File: src/rtl/mfb_pkg.sv
package mfb_pkg;
  // bytes needed for a w-by-h bit image
  function automatic int bytes_for(input int w, input int h);
    return (w * h + 7) / 8;
  endfunction

  // display-side tag carried alongside the memory read
  typedef struct packed {
    logic       act;
    logic       inr;
    logic [2:0] bsel;
  } pix_tag_t;
endpackage

File: src/rtl/mfb_rst_sync.sv
module mfb_rst_sync (
  input  logic clk,
  input  logic rst_n,
  output logic rst_q_n
);
  logic s1_q, s2_q;
  logic s1_d, s2_d;

  always_comb begin
    s1_d = 1'b1;
    s2_d = s1_q;
  end

  always_ff @(posedge clk or negedge rst_n) begin
    if (!rst_n) begin
      s1_q <= 1'b0;
      s2_q <= 1'b0;
    end else begin
      s1_q <= s1_d;
      s2_q <= s2_d;
    end
  end

  assign rst_q_n = s2_q;
endmodule

File: src/rtl/mfb_addr_map.sv
module mfb_addr_map #(
  parameter int W  = 64,
  parameter int H  = 32,
  parameter int XW = 7,
  parameter int YW = 6,
  parameter int AW = 8
) (
  input  logic [XW-1:0] x,
  input  logic [YW-1:0] y,
  output logic [AW-1:0] baddr,
  output logic [2:0]    bsel,
  output logic          in_range
);
  localparam int IW = AW + 3;

  logic [IW-1:0] idx;
  logic          x_ok, y_ok;

  always_comb begin
    x_ok     = (32'(x) < W);
    y_ok     = (32'(y) < H);
    in_range = x_ok && y_ok;
    idx      = IW'(y) * IW'(W) + IW'(x);
    if (in_range) begin
      baddr = idx[IW-1:3];
      bsel  = idx[2:0];
    end else begin
      baddr = '0;
      bsel  = '0;
    end
  end
endmodule

File: src/rtl/mfb_dpram.sv
module mfb_dpram #(
  parameter int DEPTH = 256,
  parameter int AW    = 8
) (
  input  logic          clk,
  input  logic          a_en,
  input  logic          a_we,
  input  logic [AW-1:0] a_addr,
  input  logic [7:0]    a_wdata,
  output logic [7:0]    a_rdata,
  input  logic [AW-1:0] b_addr,
  output logic [7:0]    b_rdata
);
  logic [7:0] mem [DEPTH];

  // drawing port: read-first, enable-gated
  always_ff @(posedge clk) begin
    if (a_en) begin
      a_rdata <= mem[a_addr];
      if (a_we) begin
        mem[a_addr] <= a_wdata;
      end
    end
  end

  // display port: always reading, sees old data on same-cycle write
  always_ff @(posedge clk) begin
    b_rdata <= mem[b_addr];
  end
endmodule

File: src/rtl/mfb_pix_out.sv
module mfb_pix_out #(
  parameter int CW = 8
) (
  input  logic          clk,
  input  logic          rst_n,
  input  logic          act,
  input  logic          inr,
  input  logic [2:0]    bsel,
  input  logic [7:0]    bdata,
  output logic [CW-1:0] pix_r,
  output logic [CW-1:0] pix_g,
  output logic [CW-1:0] pix_b
);
  import mfb_pkg::*;

  pix_tag_t tag_d, tag_q;
  logic     lit;

  always_comb begin
    tag_d.act  = act;
    tag_d.inr  = inr;
    tag_d.bsel = bsel;
  end

  always_ff @(posedge clk or negedge rst_n) begin
    if (!rst_n) begin
      tag_q <= '0;
    end else begin
      tag_q <= tag_d;
    end
  end

  always_comb begin
    lit   = tag_q.act && tag_q.inr && bdata[tag_q.bsel];
    pix_r = {CW{lit}};
    pix_g = {CW{lit}};
    pix_b = {CW{lit}};
  end
endmodule

File: src/rtl/mono_fb.sv
module mono_fb #(
  parameter int W  = 64,
  parameter int H  = 32,
  parameter int XW = 7,
  parameter int YW = 6,
  parameter int CW = 8,
  localparam int BYTES = mfb_pkg::bytes_for(W, H),
  localparam int AW    = (BYTES > 1) ? $clog2(BYTES) : 1
) (
  input  logic          clk,
  input  logic          rst_n,
  input  logic          a_en,
  input  logic          a_we,
  input  logic [AW-1:0] a_addr,
  input  logic [7:0]    a_wdata,
  output logic [7:0]    a_rdata,
  input  logic          disp_act,
  input  logic [XW-1:0] disp_x,
  input  logic [YW-1:0] disp_y,
  output logic [CW-1:0] pix_r,
  output logic [CW-1:0] pix_g,
  output logic [CW-1:0] pix_b
);
  logic          rst_q_n;
  logic [AW-1:0] b_addr;
  logic [2:0]    b_bsel;
  logic          b_inr;
  logic [7:0]    b_rdata;

  mfb_rst_sync u_rst (
    .clk     (clk),
    .rst_n   (rst_n),
    .rst_q_n (rst_q_n)
  );

  mfb_addr_map #(.W(W), .H(H), .XW(XW), .YW(YW), .AW(AW)) u_map (
    .x        (disp_x),
    .y        (disp_y),
    .baddr    (b_addr),
    .bsel     (b_bsel),
    .in_range (b_inr)
  );

  mfb_dpram #(.DEPTH(BYTES), .AW(AW)) u_mem (
    .clk     (clk),
    .a_en    (a_en),
    .a_we    (a_we),
    .a_addr  (a_addr),
    .a_wdata (a_wdata),
    .a_rdata (a_rdata),
    .b_addr  (b_addr),
    .b_rdata (b_rdata)
  );

  mfb_pix_out #(.CW(CW)) u_pix (
    .clk   (clk),
    .rst_n (rst_q_n),
    .act   (disp_act),
    .inr   (b_inr),
    .bsel  (b_bsel),
    .bdata (b_rdata),
    .pix_r (pix_r),
    .pix_g (pix_g),
    .pix_b (pix_b)
  );
endmodule

File: config.mk
export PLATFORM = sky130hd
export DESIGN_NAME = mono_fb
export DESIGN_NICKNAME = d
export VERILOG_FILES = /design/src/rtl/mfb_pkg.sv /design/src/rtl/mfb_rst_sync.sv /design/src/rtl/mfb_addr_map.sv /design/src/rtl/mfb_dpram.sv /design/src/rtl/mfb_pix_out.sv /design/src/rtl/mono_fb.sv
export SDC_FILE = /design/constraint.sdc
export NUM_CORES = 2
export LEC_CHECK = 0
export CORE_MARGIN = 8
export CORE_UTILIZATION = 36
export CTS_BUF_LIST = sky130_fd_sc_hd__clkbuf_4
export DETAILED_ROUTE_END_ITERATION = 12
export GPL_TIMING_DRIVEN = 1
export HOLD_SLACK_MARGIN = 0.12
export PLACE_DENSITY_LB_ADDON = 0.15
export SYNTH_ARGS = -nofsm -noshare
export SYNTH_HDL_FRONTEND = slang
export SYNTH_SLANG_ARGS = --single-unit
File: constraint.sdc
create_clock -name clk -period 2.3 [get_ports clk]
set_clock_uncertainty 0.15 [all_clocks]
set_input_delay 0.23 -clock clk [delete_from_list [all_inputs] [get_ports clk]]
set_output_delay 0.23 -clock clk [all_outputs]
set_load 0.01 [all_outputs]
==> results.sh <==
export IMPL_status="complete, but fails checks"
export IMPL_violations="setup timing"
export IMPL_nNetsFinal=8515
export IMPL_ys_flop_type="edfxtp_1"
export IMPL_num_vias=75300
export IMPL_crit_start="u_pix.tag_q[0]$_DFF_PN0_"
export IMPL_cts_sinks=2071
export IMPL_top_level_ports=66
export IMPL_critPathArrivalTime_ps=3290
export IMPL_r2r_start="u_mem.mem[131][7]$_DFFE_PP_"
export IMPL_worstHoldStart="disp_x[6]"
export IMPL_wire_per_inst_um=35.3
export IMPL_final_hold_viol_count=0
export IMPL_portBuffers=65
export IMPL_cts_root_buffer="clkbuf_4"
export IMPL_drt_wl_total_mm=441
export IMPL_leakage_uw=0.0472
export IMPL_cp_slowest_stage_delay_ps=540
export IMPL_grt_pass1_wl_mm=600
export IMPL_muxShareOfSynthArea=0.212
export IMPL_seqCellArea_um2=62100
export IMPL_place_gp_congestion=0.975
export IMPL_ys_ff_latch=2071
export IMPL_crit_required_ps=1920
export IMPL_path_clk_slew_ps=60
export IMPL_min_path_type="primary input to flop"
export IMPL_n_fill_cell=23800
export IMPL_antenna_found_initial=29
export IMPL_synth_adder_area_share=0.000255
export IMPL_start_util=0.360
export IMPL_synth_nets=6269
export IMPL_async_flop_share=0.00338
export IMPL_synthToLayoutAreaGrowth_pct=33.2
export IMPL_setup_viol=107
export IMPL_yosysMostFrequentCell="edfxtp_1"
export IMPL_firstDrtPassIters=6
export IMPL_post_route_cells_drive_above_1_share=0.450
export IMPL_die_h_um=539
export IMPL_drtIter0Drc=10100
export IMPL_p_total_uw=85800
export IMPL_worstSetupStartpointType="flop"
export IMPL_cts_tree="built"
export IMPL_maxCapViolCount=0
export IMPL_yosys_top_cells_count="edfxtp_1 (2056), mux4_2 (617), mux2i_1 (590)"
export IMPL_netlist_instances=6233
export IMPL_ys_seq_area_frac=0.632
export IMPL_htreeDepth=6
export IMPL_synth_cell_types=78
export IMPL_cp_common_cell="buf_6"
export IMPL_setup_worst_path_class="flop to output port"
export IMPL_postLayoutCoreUtil=0.480
export IMPL_viasPerCell=6.02
export IMPL_grt_max_degree=99
export IMPL_synth_top_family_by_area="multiplexers"
export IMPL_post_route_period_util=1.60
export IMPL_groute_usage_overall=0.292
export IMPL_worstPathCellList="buf_12, mux4_2, mux2i_4, buf_6, nor2_4, clkbuf_16, buf_6"
export IMPL_grt_pass1_vias=75000
export IMPL_synth_top_area_frac=0.628
export IMPL_multi_input_area_um2=35700
export IMPL_yosys_warnings=0
export IMPL_ant_nets=0
export IMPL_peakVddDrop_v=0.000472
export IMPL_dp_hpwl_mm=314
export IMPL_cp_slowest_cell="mux4_2"
export IMPL_synthSimpleGateAreaFrac=0.0502
export IMPL_max_slew_worst_pin_slew_ps=1040
export IMPL_synth_top_cell_by_area="edfxtp_1"
export IMPL_synth_compound_area_frac=0.0816
export IMPL_synth_area_leaders="edfxtp_1 (63%), mux4_2 (14%), mux2i_1 (6.0%)"
export IMPL_clock_latency_ps=1560
export IMPL_power_density_nw_per_um2=655
export IMPL_fin_ws_ps=-1370
export IMPL_die_w_um=539
export IMPL_max_freq_mhz=273
export IMPL_crit_path_end_kind="output port"
export IMPL_route_detailed_drc=0
export IMPL_placementRows=192
export IMPL_rsz0062_at_grt="yes"
export IMPL_synth_edf_count=2056
export IMPL_syn_cell_area_um2=98300
export IMPL_avgSynthCellArea_um2=15.8
export IMPL_cts_buffers=581
export IMPL_drv_slew=0
export IMPL_synth_xor_area_frac=0.000178
export IMPL_slew_headroom=0.304
export IMPL_clockBufferDepth=4
export IMPL_core_area_um2=273000
export IMPL_post_route_min_period_ps=3670
export IMPL_dieArea_um2=290000
export IMPL_overflow=0
export IMPL_path_max_fanout=6
cells by family (layout without fill, tap and decap cells):
family,count (synthesis),count (layout)
mux,1296,1296
compound gates,1209,1209
simple gates,1085,1085
flops,2071,2071
xor+xnor,2,2
other cells,1,12
fa+ha+maj,2,2
buf+inv,567,3237
layout make-up:
type                            instances  area share
Antenna cell                           11    0.000210
Clock buffer                          813      0.0466
Clock inverter                        194     0.00916
Inverter                               10    0.000382
Multi-Input combinational cell       3595       0.272
Sequential cell                      2071       0.474
Tap cell                             3589      0.0343
Timing Repair Buffer                 2220       0.163
layout by cell type (no fill, tap or decap), types with 27 or more instances in the layout:
cell	Yosys	final
a22o_1	27	27
nand3_1	124	118
clkinv_1	1	119
and2_1	38	37
nor2_4	0	83
o221ai_1	103	100
a31oi_1	65	57
buf_4	34	1717
mux4_2	617	617
mux2_2	89	89
mux2i_1	590	571
nor2_1	321	233
a22oi_1	127	118
dlygate4sd3_1	0	86
o211ai_1	35	35
a211oi_1	93	74
o22ai_1	156	146
edfxtp_1	2056	2056
nor3_1	37	31
clkbuf_4	0	814
a221oi_1	30	28
o21ai_0	127	112
buf_12	0	335
nand2_1	390	372
a21oi_1	326	320
per-layer routing:
metal / track usage / up-vias / wire length (µm)
met5: 0 / - / 134
met4: 0.150 / 22 / 26200
met3: 0.0689 / 1084 / 45300
met2: 0.452 / 4831 / 199000
met1: 0.383 / 38800 / 170000
li1: - / 30600 / -
sequential cells by signal (all words and copies together), names as in the netlist:
register / flops
u_mem.b_rdata: 8
u_rst.rst_q_n: 1
u_mem.a_rdata: 8
u_mem.mem: 2048
u_rst.s1_q: 1
u_pix.tag_q: 5
power by group:
part | total [µW] | switching [µW] | leakage, µW | internal, µW
logic | 9770 | 5890 | 0.0243 | 3890
clock network | 34300 | 16900 | 0.00430 | 17500
registers | 41700 | 95.0 | 0.0186 | 41600
path summary, 6_finish.rpt:
kind                                               to  slack (ps)  depth (start not counted)
hold / removal               u_mem.b_rdata[3]$_DFF_P_          50                         10
hold reg to reg               u_rst.rst_q_n$_DFF_PN0_         200                          0
max in group asynchronous    u_pix.tag_q[4]$_DFF_PN0_        1330                          1
setup / recovery                             pix_g[5]       -1370                          7
min in group asynchronous     u_rst.rst_q_n$_DFF_PN0_         350                          4
setup reg to reg           u_mem.a_rdata[7]$_DFFE_PP_       -1170                          7
through the flow:
stage	hold slack, ps	worst slack [ps]	setup TNS, ps	instances	area (µm²)
after floorplan	-216	-733	-910800	6233	99400
after detailed placement	-71.3	-2300	-1080490	11400	121000
final	47.7	-1370	-47130	12500	131000
after global placement	-79.3	-2420	-1085290	11400	121000
after CTS	-7.48	-1540	-953600	12500	131000
after global routing	21.7	-1480	-48420	12500	131000
critical path: cells and delay by family, from the launching register on:
kind,cells,cell delay (ps)
muxes,2,730
buffers and inverters,4,590
DFF,1,380
and+or+nand+nor,1,60
timing repair:
action / 4_1_cts / 5_1_grt
pin swaps: 73 / 38
hold buffers: 90 / 17
gates resized for setup: 328 / 48
endpoints found under the setup margin: 48 / 2096
cloned: 1 / 1
hold endpoints to repair: 4048 / 20
buffers inserted: 13 / 5
(Power assumes the default switching activity.)
